$ cat src/rtl/phase_timer_pkg.sv
package phase_timer_pkg;
  localparam int CTL_W    = 8;
  localparam int RATIO_W  = 3;
  localparam int PRE_W    = 1 << RATIO_W;
  localparam int PH_W     = 2;
  localparam int NUM_PH   = 1 << PH_W;
  localparam int BIT_SRC  = 5;
  localparam int BIT_EDGE = 4;
  localparam int BIT_BYP  = 3;

  typedef struct packed {
    logic load;
    logic incr;
  } cnt_strobe_t;
endpackage

$ cat src/rtl/phase_timer_ctrl.sv
module phase_timer_ctrl
  import phase_timer_pkg::*;
#(
  parameter int INH_CYC = 2
) (
  input  logic             clk,
  input  logic             rstN,
  input  logic             extClkIn,
  input  logic             cntWrEn,
  input  logic             ctlWrEn,
  input  logic [CTL_W-1:0] ctlWrData,
  output logic [CTL_W-1:0] ctlReg,
  output logic [PH_W-1:0]  phase,
  output cnt_strobe_t      strb
);
  localparam int INH_LEN = INH_CYC * NUM_PH;
  localparam int INH_W   = $clog2(INH_LEN + 1);

  logic [PRE_W-1:0]   preCnt;
  logic [INH_W-1:0]   inhCnt;
  logic               pinPrev, syncLvl;
  logic               srcExt, edgeFall, preBypass;
  logic [RATIO_W-1:0] ratio;
  logic               pinLvl, isQ2, isQ4, sampleNow;
  logic               preTick, stageRise, preOut;
  logic               extTick, intTick, rawTick;
  logic [PRE_W-1:0]   lowMask, selMask;

  always_comb begin
    srcExt    = ctlReg[BIT_SRC];
    edgeFall  = ctlReg[BIT_EDGE];
    preBypass = ctlReg[BIT_BYP];
    ratio     = ctlReg[RATIO_W-1:0];
    pinLvl    = extClkIn ^ edgeFall;
    isQ2      = (phase == PH_W'(1));
    isQ4      = (phase == PH_W'(NUM_PH - 1));
    sampleNow = isQ2 | isQ4;
    preTick   = srcExt ? (pinLvl & ~pinPrev) : isQ4;
    lowMask   = (PRE_W'(1) << ratio) - PRE_W'(1);
    selMask   = {lowMask[PRE_W-2:0], 1'b1};
    stageRise = preTick && ((preCnt & selMask) == lowMask);
    preOut    = preBypass ? pinLvl : preCnt[ratio];
    extTick   = sampleNow && preOut && !syncLvl;
    intTick   = isQ4 && (preBypass || stageRise);
    rawTick   = srcExt ? extTick : intTick;
    strb.load = rstN && cntWrEn;
    strb.incr = rstN && !cntWrEn && rawTick && (inhCnt == '0);
  end

  always_ff @(posedge clk) begin
    if (!rstN) begin
      phase   <= '0;
      ctlReg  <= '1;
      preCnt  <= '0;
      inhCnt  <= '0;
      pinPrev <= 1'b1;
      syncLvl <= 1'b1;
    end else begin
      phase   <= phase + PH_W'(1);
      pinPrev <= pinLvl;
      if (ctlWrEn) ctlReg <= ctlWrData;
      if (sampleNow) syncLvl <= preOut;
      if (cntWrEn) preCnt <= '0;
      else if (preTick) preCnt <= preCnt + PRE_W'(1);
      if (cntWrEn) inhCnt <= INH_W'(INH_LEN);
      else if (inhCnt != '0) inhCnt <= inhCnt - INH_W'(1);
    end
  end

  AST_CTRL_RESET: assert property (@(posedge clk) disable iff (!rstN)
    $rose(rstN) |-> ctlReg == {CTL_W{1'b1}});
  AST_SAMPLE_PHASE: assert property (@(posedge clk) disable iff (!rstN)
    strb.incr |-> phase[0]);
endmodule

$ cat src/rtl/phase_timer_dp.sv
module phase_timer_dp
  import phase_timer_pkg::*;
#(
  parameter int CNT_W = 8
) (
  input  logic             clk,
  input  logic             rstN,
  input  cnt_strobe_t      strb,
  input  logic [CNT_W-1:0] wrData,
  output logic [CNT_W-1:0] cnt,
  output logic             ovf
);
  always_ff @(posedge clk) begin
    if (strb.load) cnt <= wrData;
    else if (strb.incr) cnt <= cnt + CNT_W'(1);
  end

  always_ff @(posedge clk) begin
    if (!rstN) ovf <= 1'b0;
    else ovf <= strb.incr && !strb.load && (cnt == {CNT_W{1'b1}});
  end

  AST_COUNT_STEP: assert property (@(posedge clk) disable iff (!rstN)
    strb.incr |=> cnt == $past(cnt) + CNT_W'(1));
  AST_COUNT_HOLD: assert property (@(posedge clk) disable iff (!rstN)
    !strb.incr && !strb.load |=> $stable(cnt));
  AST_WRITE_INHIBIT: assert property (@(posedge clk) disable iff (!rstN)
    $past(strb.load) && !strb.load |=> $stable(cnt));
  AST_OVF_ZERO: assert property (@(posedge clk) disable iff (!rstN)
    ovf |-> cnt == '0);
  AST_OVF_SINGLE: assert property (@(posedge clk) disable iff (!rstN)
    ovf |=> !ovf);
endmodule

$ cat src/rtl/phase_timer.sv
module phase_timer
  import phase_timer_pkg::*;
#(
  parameter int CNT_W   = 8,
  parameter int INH_CYC = 2
) (
  input  logic             clk,
  input  logic             rstN,
  input  logic             extClkIn,
  input  logic             trisIn,
  output logic             pinDirOut,
  input  logic             cntWrEn,
  input  logic [CNT_W-1:0] cntWrData,
  output logic [CNT_W-1:0] cntRdData,
  input  logic             ctlWrEn,
  input  logic [CTL_W-1:0] ctlWrData,
  output logic [CTL_W-1:0] ctlRdData,
  output logic [PH_W-1:0]  phaseOut,
  output logic             ovfPulse
);
  cnt_strobe_t strb;

  phase_timer_ctrl #(.INH_CYC(INH_CYC)) ctrl_i (
    .clk(clk), .rstN(rstN), .extClkIn(extClkIn), .cntWrEn(cntWrEn),
    .ctlWrEn(ctlWrEn), .ctlWrData(ctlWrData), .ctlReg(ctlRdData),
    .phase(phaseOut), .strb(strb)
  );

  phase_timer_dp #(.CNT_W(CNT_W)) dp_i (
    .clk(clk), .rstN(rstN), .strb(strb), .wrData(cntWrData),
    .cnt(cntRdData), .ovf(ovfPulse)
  );

  assign pinDirOut = trisIn | ctlRdData[BIT_SRC];
endmodule

$ cat config.mk
export PLATFORM = sky130hd
export DESIGN_NAME = phase_timer
export DESIGN_NICKNAME = d
export VERILOG_FILES = /design/src/rtl/phase_timer_pkg.sv /design/src/rtl/phase_timer_ctrl.sv /design/src/rtl/phase_timer_dp.sv /design/src/rtl/phase_timer.sv
export SDC_FILE = /design/constraint.sdc
export NUM_CORES = 1
export LEC_CHECK = 0
export BUFFER_PORTS_ARGS = -buffer_cell sky130_fd_sc_hd__buf_2
export CAP_MARGIN = 20
export CORE_ASPECT_RATIO = 1.2
export CORE_MARGIN = 2
export CORE_UTILIZATION = 55
export DETAILED_ROUTE_END_ITERATION = 10
export GPL_TIMING_DRIVEN = 0
export PLACE_DENSITY = 0.81
export SLEW_MARGIN = 25
export SYNTH_ARGS = -nofsm -noshare
export SYNTH_HDL_FRONTEND = slang
export SYNTH_SLANG_ARGS = --single-unit
$ cat constraint.sdc
create_clock -name clk -period 8.8 [get_ports clk]
set_clock_uncertainty 0.15 [all_clocks]
set_input_delay 1.76 -clock clk [delete_from_list [all_inputs] [get_ports clk]]
set_output_delay 1.76 -clock clk [all_outputs]
set_load 0.01 [all_outputs]
---- After elaboration in Yosys (flattened, before gate mapping) ----
Cells that the tools add are included.
Widths: inputs -> output; s select.
storage, ports and cells
  output and inout port bits .............. 20
  register bits ........................... 33
cells by class
  muxes and demuxes ....................... 9
  reductions and logical operators ........ 19
  add/subtract/negate cells ............... 5
  eq/ne operators ......................... 4
  bitwise operators ....................... 7
  order comparisons ....................... 1
  shifts and indexed selects .............. 1
operators by type and width
  cell                 number
  $add 8x1->8 const B  2
  $mux 8               2
  $logic_and 1x1->1    10
  $and 8x8->8          1
  $eq 8x8->1           1
  $eq 8x8->1 const B   1
  $mux 4               2
  $shl 1x3->8 const A  1
  $sub 8x2->8 const B  1
  $logic_not 4->1      1
  $lt 3x4->1 const B   1
  $mux 1               4
  $reduce_bool 2->1    2
  $reduce_bool 4->1    1
  $sub 4x1->4 const B  1
  $bmux 1 s3           1
  $logic_not 1->1      3
  $add 2x1->2 const B  1
  $eq 2x1->1 const B   1
  $eq 2x2->1 const B   1
  $not 1->1            2
  $or 1x1->1           2
  $reduce_or 2->1      1
  $and 1x1->1          1
  2 further kinds      2

---- Depth between registers and ports, before layout ----
Gate-level depths: netlist (run 1).
  depth after elaboration ................. 12
  gate-level depth with buffers ........... 11
  gate-level depth less buffers ........... 9

---- Cells and area by module ----
A second synthesis (run 1) with hierarchy kept.
second synthesis, totals
  cell total of the unflattened synthesis .. 204
  area total of the unflattened synthesis .. 1864.3 um2
modules (own cells, without submodules)
  module            cells an instance  area each (um2)  sequential area each (um2)  instances
  phase_timer_ctrl  155                1372.6           480.5                       1
  phase_timer_dp    48                 485.5            260.2                       1
  phase_timer       1                  6.3              0.0                         1

---- Least setup slack after synthesis (run 1) ----
OpenSTA, ideal clock, no wires.
  path kind ............................... input port to output port
  from .................................... in trisIn
  to ...................................... out pinDirOut
  cell stages on the path ................. 1
  path slack .............................. 4.842 ns
  buffers on the path ..................... 0
  arrival time ............................ 2.048 ns
  data required time ...................... 6.890 ns
  cells stage by stage .................... or2_2
on the way
  cells in the longest elaborated chain, start to end .. 1
ends and longest elaborated chain
  what             RTL line           RTL
  start, declared  phase_timer.sv:10  input logic trisIn,
  $or 1x1->1       phase_timer.sv:34  assign pinDirOut = trisIn | ctlRdData[BIT_SRC];
  end, declared    phase_timer.sv:11  output logic pinDirOut,
Every way passes these cells.

---- Final worst setup path (run 1) ----
Same ends and word-level chain as after synthesis.

==> results of run 1 <==
==> final cells by class <==
| cell class | count | area, µm² |
|---|---|---|
| inverter | 6 | 22.52 |
| clock inverter | 1 | 5.005 |
| fill | 262 | 998.5 |
| sequential | 33 | 740.7 |
| buffer | 9 | 52.55 |
| multi-input combinational | 147 | 996.0 |
| tap | 36 | 45.04 |
| timing repair buffer | 41 | 205.2 |
| clock buffer | 7 | 45.04 |
==> report_power, final <==
part           switching [mW]  internal (mW)  leakage [nW]  total [mW]
clock network          0.0488         0.0311        0.0293      0.0799
registers             0.00765          0.165         0.280       0.172
logic                  0.0308         0.0270         0.584      0.0578
==> kinds of logic after synthesis <==
kind of cell               Yosys count  synth area share (%)
DFF                                 33                 40.88
and+or+nand+nor                     77                 20.99
adders and majority gates            7                 4.834
muxes                               13                 8.011
AOI/OAI and AO/OA                   31                 11.95
buffers and inverters               15                 4.144
xor gates and xnor gates            19                 9.185
==> per-stage QoR <==
stage          setup slack [ns]  power (mW)  std cells  util, %
2_1_floorplan             4.842      0.2151        195        -
3_3_place_gp              4.648      0.2320        272    66.29
3_5_place_dp              4.646      0.2338        272    66.29
4_1_cts                   4.646      0.3111        280    67.90
5_1_grt                   4.606      0.3277        280    67.90
6_report                  4.648      0.3099        280    67.90
==> cell usage in the layout, fill, tap and decap left out, types with 3 or more instances in the layout <==
cell,netlist,final
clkbuf_4,0,5
xnor2_1,8,8
ha_1,7,7
mux2i_1,10,10
clkbuf_1,6,8
dfxtp_1,25,25
nand2b_1,4,4
buf_2,0,41
a21oi_1,9,9
nand2_1,22,22
nand3_1,5,5
nor2_1,25,25
xor2_1,11,11
nor2b_1,3,3
edfxtp_1,8,8
inv_1,6,6
o211ai_1,5,5
==> worst max path at each step <==
stage,startpoint,endpoint,slack [ns],cells after the start
finish,trisIn,pinDirOut,4.65,3
global placement,trisIn,pinDirOut,4.65,3
detailed placement,trisIn,pinDirOut,4.65,3
floorplan,trisIn,pinDirOut,4.84,1
CTS,trisIn,pinDirOut,4.65,3
global route,trisIn,pinDirOut,4.61,3
==> worst reg2reg max path, stage by stage, from the launching register on <==
cell and delay [ns]:
dfxtp_1 0.32, buf_6 0.13, or3_4 0.39, ha_1 0.20, clkbuf_1 0.22, xor2_1 0.19, a2bb2oi_1 0.17, nor2_1 0.05
a2111oi_0 0.46, a22oi_2 0.18, nand2_1 0.30
==> layer usage <==
layer / wire length, µm / up-vias / track usage [%]
li1: - / 783 / -
met1: 1497 / 699 / 22.49
met2: 1784 / 43 / 37.79
met3: 207 / 10 / 7.379
met4: 76 / 0 / 7.738
met5: 0 / - / 0
==> state kept, by name, summed over array words and instances, names as in the netlist <==
| name | cells |
|---|---|
| ctrl_i.ctlReg | 8 |
| ctrl_i.inhCnt | 4 |
| ctrl_i.phase | 2 |
| ctrl_i.pinPrev | 1 |
| ctrl_i.preCnt | 8 |
| ctrl_i.syncLvl | 1 |
| dp_i.cnt | 8 |
| dp_i.ovf | 1 |
==> flow_metrics.py, run 1 <==
metrics = {
    "run_status": {
        "status": "completed",
    },
    "clocking": {
        "cts_resized": 0,
        "cts_tree": "built",
        "clk_pin_slew_ns": 0.10,
        "h-tree-depth": 2,
        "clock_path_buffers": 2,
        "insertion_delay_ns": 0.33,
        "postCtsSetupBuffers": 0,
        "numCtsBuffers": 5,
        "root_buffer": "clkbuf_4",
        "cts.sinks": 33,
        "ctsHoldBuffers": 0,
    },
    "setup_path": {
        "ff2ff_path_depth": 10,
        "crit_path_top_delay_cell": "or2_2",
        "crit_required_ns": 6.89,
        "crit_type": "in -> out",
        "crit_top_cell": "buf_2",
        "critPathCaptureType": "primary output",
        "r2r_end": "dp_i.cnt[2]",
        "reg2reg_from": "ctrl_i.ctlReg[0]",
        "rrSetupSlack_ns": 5.71,
        "cpPeakStageDelay_ns": 0.25,
        "critPathMaxFanout": 1,
        "critPathTopFamily": "simple AND/OR/NAND/NOR gates",
        "startpoint_type": "input port",
        "arrival_ns": 2.24,
        "crit_path_cell_trace": "buf_2 > or2_2 > buf_2",
        "cp_num_buf_inv": 2,
    },
    "routing": {
        "viasPerCell": 5.482,
        "dr.pass1.iters": 4,
        "drc": 0,
        "post_drt_wl_per_cell_um": 12.74,
        "wl_um": 3566,
        "vias": 1535,
        "detail_route.iter0.violations": 43,
        "ant_nets": 0,
    },
    "final_layout": {
        "nets": 272,
        "antenna_cells": 0,
        "drive_above_1_share_pct": 23.36,
        "syn_to_final_growth_pct": 16.57,
        "fin_area_mm2": 0.002112,
    },
    "synth": {
        "yosys.area.top_type_share_pct": 27.62,
        "synth_ff_type": "dfxtp_1",
        "yosysWarnings": 0,
        "synthTopCellsByCount": "dfxtp_1 (25), nor2_1 (25), nand2_1 (22)",
        "avgSynthCellArea_um2": 9.291,
        "synth-async-reset-ratio_pct": 0,
        "synthTopCellsByArea": "dfxtp_1 (28%), edfxtp_1 (13%), mux2i_1 (5.5%), xor2_1 (5.3%), nor2_1 (5.2%)",
        "syn_area_mm2": 0.001812,
        "yosys_register_bits": 33,
        "synth-edff-count": 8,
        "yosysSeqAreaShare_pct": 40.88,
        "synthCells": 195,
        "synth_largest_area_cell": "dfxtp_1",
        "synth_nets": 224,
        "synth_cell_types": 45,
    },
    "timing": {
        "slew-limit-headroom_pct": 41.54,
        "tns_ns": 0,
        "finalHoldViolCount": 0,
        "slew_violations": 0,
        "period_needed_ns": 4.152,
        "tightest_slew_ns": 0.8695,
        "finalSetupViolations": 0,
        "rsz0062_at_grt": "false",
        "min_period_over_period_pct": 47.19,
        "fmax_mhz": 240.8,
        "hold_slack_ns": 0.3337,
    },
    "place": {
        "placed_area_mm2": 0.002062,
        "dp_hpwl_um": 2753,
        "port_buffers": 41,
        "gp_congestion": 0.8039,
    },
    "power_and_ir_drop": {
        "ir_drop_mv": 0.1193,
        "cellPowerDensity_mw_per_mm2": 146.8,
        "p_leak_nw": 0.8934,
    },
    "min_path": {
        "whs_path_depth": 2,
        "hold_path.class": "reg -> reg",
        "hold_start": "ctrl_i.syncLvl",
        "whs_endpoint": "ctrl_i.syncLvl",
    },
    "floorplan": {
        "core-area_mm2": 0.003110,
        "row_count": 22,
        "dieArea_mm2": 0.003771,
        "pin_count": 42,
        "initial_utilization_pct": 58.25,
        "die_h_um": 66.87,
        "die_x_um": 56.40,
    },
    "global_routing": {
        "grt_overflow_total": 0,
        "grt_pass1_wl_um": 6127,
        "grt_pass1_vias": 1482,
        "antenna_found_initial": 0,
        "grt_use_total_pct": 20.94,
        "grt_max_degree": 11,
    },
    "flow_run": {
        "cap_violations": 0,
    },
}
Power figures use the tool's default switching activity.
==> run 2: changes to the inputs <==
CORE_UTILIZATION = 48   (was 55)
PLACE_DENSITY = 0.75   (was 0.81)
clock period = 3.37 ns   (was 8.8 ns; I/O delays follow)
==> flow_metrics.py, run 2 (synthesis gave the netlist of run 1 again) <==
metrics = {
    "routing": {
        "post_drt_wl_per_cell_um": 12.68,
        "dr.pass1.iters": 4,
        "vias": 1539,
        "detail_route.iter0.violations": 66,
        "ant_nets": 0,
        "wl_um": 3742,
        "drc": 0,
        "viasPerCell": 5.217,
    },
    "final_layout": {
        "reg.largest.list": "ctrl_i.ctlReg: 8 flops, ctrl_i.preCnt: 8 flops, dp_i.cnt: 8 flops",
        "nFillCells": 336,
        "fin_area_mm2": 0.002158,
        "final_common_cell": "buf_2",
        "syn_to_final_growth_pct": 19.13,
        "antenna_cells": 0,
        "drive_above_1_share_pct": 23.05,
        "utilization_pct": 59.40,
        "final_cell_mix": "buf_2 (41), nor2_1 (25), dfxtp_1 (25), nand2_1 (22), xor2_1 (11)",
        "nets": 272,
        "fin_cells": 295,
    },
    "clocking": {
        "insertion_delay_ns": 0.28,
        "cts_tree": "built",
        "numCtsBuffers": 5,
        "cts_resized": 0,
        "cts.sinks": 33,
        "clock_path_buffers": 2,
        "h-tree-depth": 2,
        "clk_pin_slew_ns": 0.06,
        "root_buffer": "clkbuf_8",
        "postCtsSetupBuffers": 0,
        "ctsHoldBuffers": 0,
    },
    "setup_path": {
        "reg2reg_from": "ctrl_i.ctlReg[0]",
        "crit_path_cell_trace": "buf_6 > or3_4 > ha_1 > clkbuf_1 > xor2_1 > a2bb2oi_1 > nor2_1 > a2111oi_0 > a22oi_2 > nand2_1",
        "rrSetupSlack_ns": 0.23,
        "crit_path_top_delay_cell": "a2111oi_0",
        "cpPeakStageDelay_ns": 0.48,
        "arrival_ns": 2.95,
        "critPathMaxFanout": 9,
        "crit_type": "reg -> reg",
        "critPathCaptureType": "flop",
        "ff2ff_path_depth": 10,
        "r2r_end": "dp_i.cnt[1]",
        "crit_required_ns": 3.17,
        "startpoint_type": "flop",
    },
    "min_path": {
        "whs_endpoint": "ctrl_i.syncLvl",
        "whs_path_depth": 2,
        "hold_start": "ctrl_i.syncLvl",
        "hold_path.class": "reg -> reg",
    },
    "floorplan": {
        "dieArea_mm2": 0.004284,
        "pin_count": 42,
        "die_h_um": 71.30,
        "row_count": 24,
        "die_x_um": 60.09,
        "core-area_mm2": 0.003633,
        "initial_utilization_pct": 49.86,
    },
    "timing": {
        "tns_ns": 0,
        "rsz0062_at_grt": "false",
        "tightest_slew_ns": 0.8448,
        "min_period_over_period_pct": 93.25,
        "slew_violations": 0,
        "finalHoldViolCount": 0,
        "fmax_mhz": 318.2,
        "finalSetupViolations": 0,
        "slew-limit-headroom_pct": 43.20,
        "period_needed_ns": 3.143,
    },
    "place": {
        "dp_hpwl_um": 2751,
        "gp_congestion": 0.8016,
        "port_buffers": 41,
        "placed_area_mm2": 0.002082,
        "dp_cells": 288,
    },
    "power_and_ir_drop": {
        "total_power_mw": 0.8762,
        "cellPowerDensity_mw_per_mm2": 405.9,
        "p_leak_nw": 0.9028,
        "ir_drop_mv": 0.2356,
    },
    "global_routing": {
        "grt_use_total_pct": 20.09,
        "grt_overflow_total": 0,
        "antenna_found_initial": 0,
        "grt_pass1_vias": 1490,
        "grt_max_degree": 11,
        "grt_pass1_wl_um": 6458,
    },
    "run_status": {
        "status": "completed",
    },
    "flow_run": {
        "cap_violations": 0,
    },
}
==> run 2: cell types whose count changed in the layout (fill, tap and decap cells not counted) <==
cell	delta
clkbuf_8	+5
clkinv_2	-1
clkbuf_4	-5
clkinv_1	+1
clkbuf_1	-1
==> run 2: critical path, delay by kind of cell, from the launching register on <==
| family | cells | cell delay, ns |
|---|---|---|
| AND/OR/NAND/NOR | 3 | 0.75 |
| adder cells (fa/ha/maj) | 1 | 0.20 |
| buffers and inverters | 2 | 0.36 |
| XOR/XNOR | 1 | 0.20 |
| flip-flops | 1 | 0.32 |
| AO/OA/AOI/OAI | 3 | 0.83 |
==> run 2: metal layers <==
layer | track usage (%) | routed length, µm | vias to the layer above
met3 | 5.415 | 148 | 5
li1 | - | - | 780
met4 | 11.11 | 90 | 0
met1 | 23.13 | 1597 | 721
met2 | 32.97 | 1906 | 33
met5 | 0 | 0 | -
==> run 2: cell type report <==
| cell class | count | area (µm²) | area share, % |
|---|---|---|---|
| tap | 52 | 65.06 | 3.014 |
| sequential | 33 | 740.7 | 34.32 |
| timing repair buffer | 41 | 205.2 | 9.507 |
| multi-input combinational | 147 | 996.0 | 46.14 |
| clock buffer | 6 | 72.57 | 3.362 |
| buffer | 9 | 52.55 | 2.435 |
| clock inverter | 1 | 3.754 | 0.1739 |
| inverter | 6 | 22.52 | 1.043 |
==> run 2: worst max-delay path by stage <==
stage / cells past startpoint / end / slack [ns] / start
5_1_grt: 10 / dp_i.cnt[2] / 0.04 / ctrl_i.ctlReg[0]
6_report: 10 / dp_i.cnt[1] / 0.23 / ctrl_i.ctlReg[0]
3_5_place_dp: 10 / dp_i.cnt[6] / 0.21 / ctrl_i.ctlReg[0]
2_1_floorplan: 10 / dp_i.cnt[0] / 0.47 / ctrl_i.ctlReg[0]
4_1_cts: 10 / dp_i.cnt[6] / 0.20 / ctrl_i.ctlReg[0]
3_3_place_gp: 10 / dp_i.cnt[0] / 0.27 / ctrl_i.ctlReg[0]
==> run 2: per-stage QoR <==
stage	setup WS, ns	hold slack (ns)
detailed placement	0.2106	0.3034
finish	0.2274	0.3225
floorplan	0.4699	0.2880
CTS	0.2031	0.3216
global placement	0.2677	0.2991
global route	0.03632	0.3439
==> run 2: where the power goes <==
group	switching [mW]	internal [mW]	leakage, nW	total (mW)
sequential	0.0202	0.431	0.280	0.451
clock	0.137	0.139	0.0387	0.276
combinational	0.0797	0.0701	0.584	0.150
total	0.236	0.640	0.903	0.876
==> run 3: changes to the inputs <==
CORE_UTILIZATION = 53   (was 48)
PLACE_DENSITY = 0.79   (was 0.75)
RECOVER_POWER = 100   (was unset)
TNS_END_PERCENT = 30   (was unset)
clock period = 3.5 ns   (was 3.37 ns; I/O delays follow)
==> flow_metrics.py, run 3 (synthesis gave the netlist of run 1 again) <==
metrics = {
    "run_status": {
        "status": "completed",
    },
    "setup_path": {
        "critPathMaxFanout": 9,
        "critPathLaunch": "ctrl_i.ctlReg[0]",
        "critPathCaptureType": "flop",
        "crit_required_ns": 3.31,
        "arrival_ns": 3.00,
        "startpoint_type": "flop",
        "cp-endpoint": "dp_i.cnt[1]",
        "r2r_end": "dp_i.cnt[1]",
        "rrSetupSlack_ns": 0.31,
        "crit_type": "reg -> reg",
        "ff2ff_path_depth": 10,
        "reg2reg_from": "ctrl_i.ctlReg[0]",
    },
    "clocking": {
        "cts_tree": "built",
        "insertion_delay_ns": 0.29,
        "postCtsSetupBuffers": 0,
        "clock_path_buffers": 2,
        "cts.sinks": 33,
        "numCtsBuffers": 5,
        "h-tree-depth": 2,
        "root_buffer": "clkbuf_8",
        "cts_resized": 0,
        "ctsHoldBuffers": 0,
        "clk_pin_slew_ns": 0.07,
    },
    "floorplan": {
        "initial_utilization_pct": 54.74,
        "row_count": 23,
        "die_h_um": 68.05,
        "die_x_um": 57.37,
        "pin_count": 42,
        "core-area_mm2": 0.003309,
        "dieArea_mm2": 0.003904,
    },
    "routing": {
        "post_drt_wl_per_cell_um": 12.85,
        "vias": 1534,
        "wl_um": 3612,
        "dr.pass1.iters": 4,
        "viasPerCell": 5.459,
        "drc": 0,
        "detail_route.iter0.violations": 71,
        "ant_nets": 0,
    },
    "global_routing": {
        "grt_pass1_wl_um": 6230,
        "grt_use_total_pct": 20.88,
        "grt_max_degree": 11,
        "antenna_found_initial": 0,
        "grt_pass1_vias": 1446,
        "grt_overflow_total": 0,
    },
    "timing": {
        "hold_slack_ns": 0.3256,
        "finalSetupViolations": 0,
        "finalHoldViolCount": 0,
        "rsz0062_at_grt": "false",
        "slew-limit-headroom_pct": 46.65,
        "fmax_mhz": 313.2,
        "tns_ns": 0,
        "slew_violations": 0,
        "min_period_over_period_pct": 91.23,
        "period_needed_ns": 3.193,
        "tightest_slew_ns": 0.7934,
    },
    "power_and_ir_drop": {
        "p_leak_nw": 0.8605,
        "cellPowerDensity_mw_per_mm2": 421.8,
        "ir_drop_mv": 0.3399,
        "total_power_mw": 0.8940,
    },
    "final_layout": {
        "antenna_cells": 0,
        "drive_above_1_share_pct": 14.34,
        "utilization_pct": 64.05,
        "fin_area_mm2": 0.002120,
        "reg.largest.list": "ctrl_i.ctlReg: 8 flops, ctrl_i.preCnt: 8 flops, dp_i.cnt: 8 flops",
        "nets": 272,
        "final_cell_mix": "clkbuf_1 (28), nor2_1 (25), dfxtp_1 (25), nand2_1 (22), buf_2 (19)",
        "syn_to_final_growth_pct": 16.99,
        "final_common_cell": "clkbuf_1",
    },
    "min_path": {
        "hold_start": "ctrl_i.phase[0]",
        "hold_path.class": "reg -> reg",
    },
    "place": {
        "gp_congestion": 0.8254,
        "placed_area_mm2": 0.002063,
        "dp_hpwl_um": 2638,
        "port_buffers": 41,
    },
    "flow_run": {
        "cap_violations": 0,
    },
}
run 3: changes by cell type in the layout (fill, tap and decap cells not counted):
cell and change:
buf_2 -22, or3_1 +1, clkbuf_1 +21, buf_6 -1, clkinv_1 -1, nor4_2 -1
clkbuf_2 +1, nor4_1 +1, clkinv_2 +1, clkbuf_8 +2, or3_4 -1
run 3: power by group:
group          total (mW)  switching, mW  internal (mW)
Combinational       0.140         0.0775         0.0630
Sequential          0.434         0.0200          0.414
Clock               0.319          0.141          0.178
run 3: worst max-delay path, cell delays in order, from the launching register on:
cell	delay (ns)
dfxtp_1	0.31
clkbuf_2	0.17
or3_1	0.44
ha_1	0.21
clkbuf_1	0.21
xor2_1	0.20
a2bb2oi_1	0.17
nor2_1	0.05
a2111oi_0	0.48
a22oi_2	0.17
nand2_1	0.30
run 3: cell type report:
class | instances | area, µm²
Inverter | 6 | 22.52
Buffer | 9 | 46.29
Sequential cell | 33 | 740.7
Multi-Input combinational cell | 147 | 984.7
Tap cell | 37 | 46.29
Clock buffer | 7 | 96.34
Clock inverter | 1 | 5.005
Fill cell | 299 | 1190
Timing Repair Buffer | 41 | 177.7
run 3: how the worst min path moves through the flow:
stage	cells after the start	to	slack, ns
floorplan	2	ctrl_i.syncLvl	0.29
global placement	2	ctrl_i.ctlReg[6]	0.30
global route	2	ctrl_i.syncLvl	0.36
detailed placement	2	ctrl_i.syncLvl	0.31
finish	1	ctrl_i.phase[0]	0.33
CTS	1	ctrl_i.phase[0]	0.33
run 3: per-layer routing:
layer	track usage [%]	vias to the layer above	wire (µm)
li1	-	783	-
met1	23.00	709	1555
met2	37.78	37	1806
met3	5.104	5	179
met4	9.593	0	70
met5	0	-	0
run 3: per-stage QoR:
stage               cells  worst slack [ns]
finish                281            0.3071
global route          281            0.1425
CTS                   281            0.3700
detailed placement    273            0.3905
global placement      273            0.3994
floorplan             195            0.5999
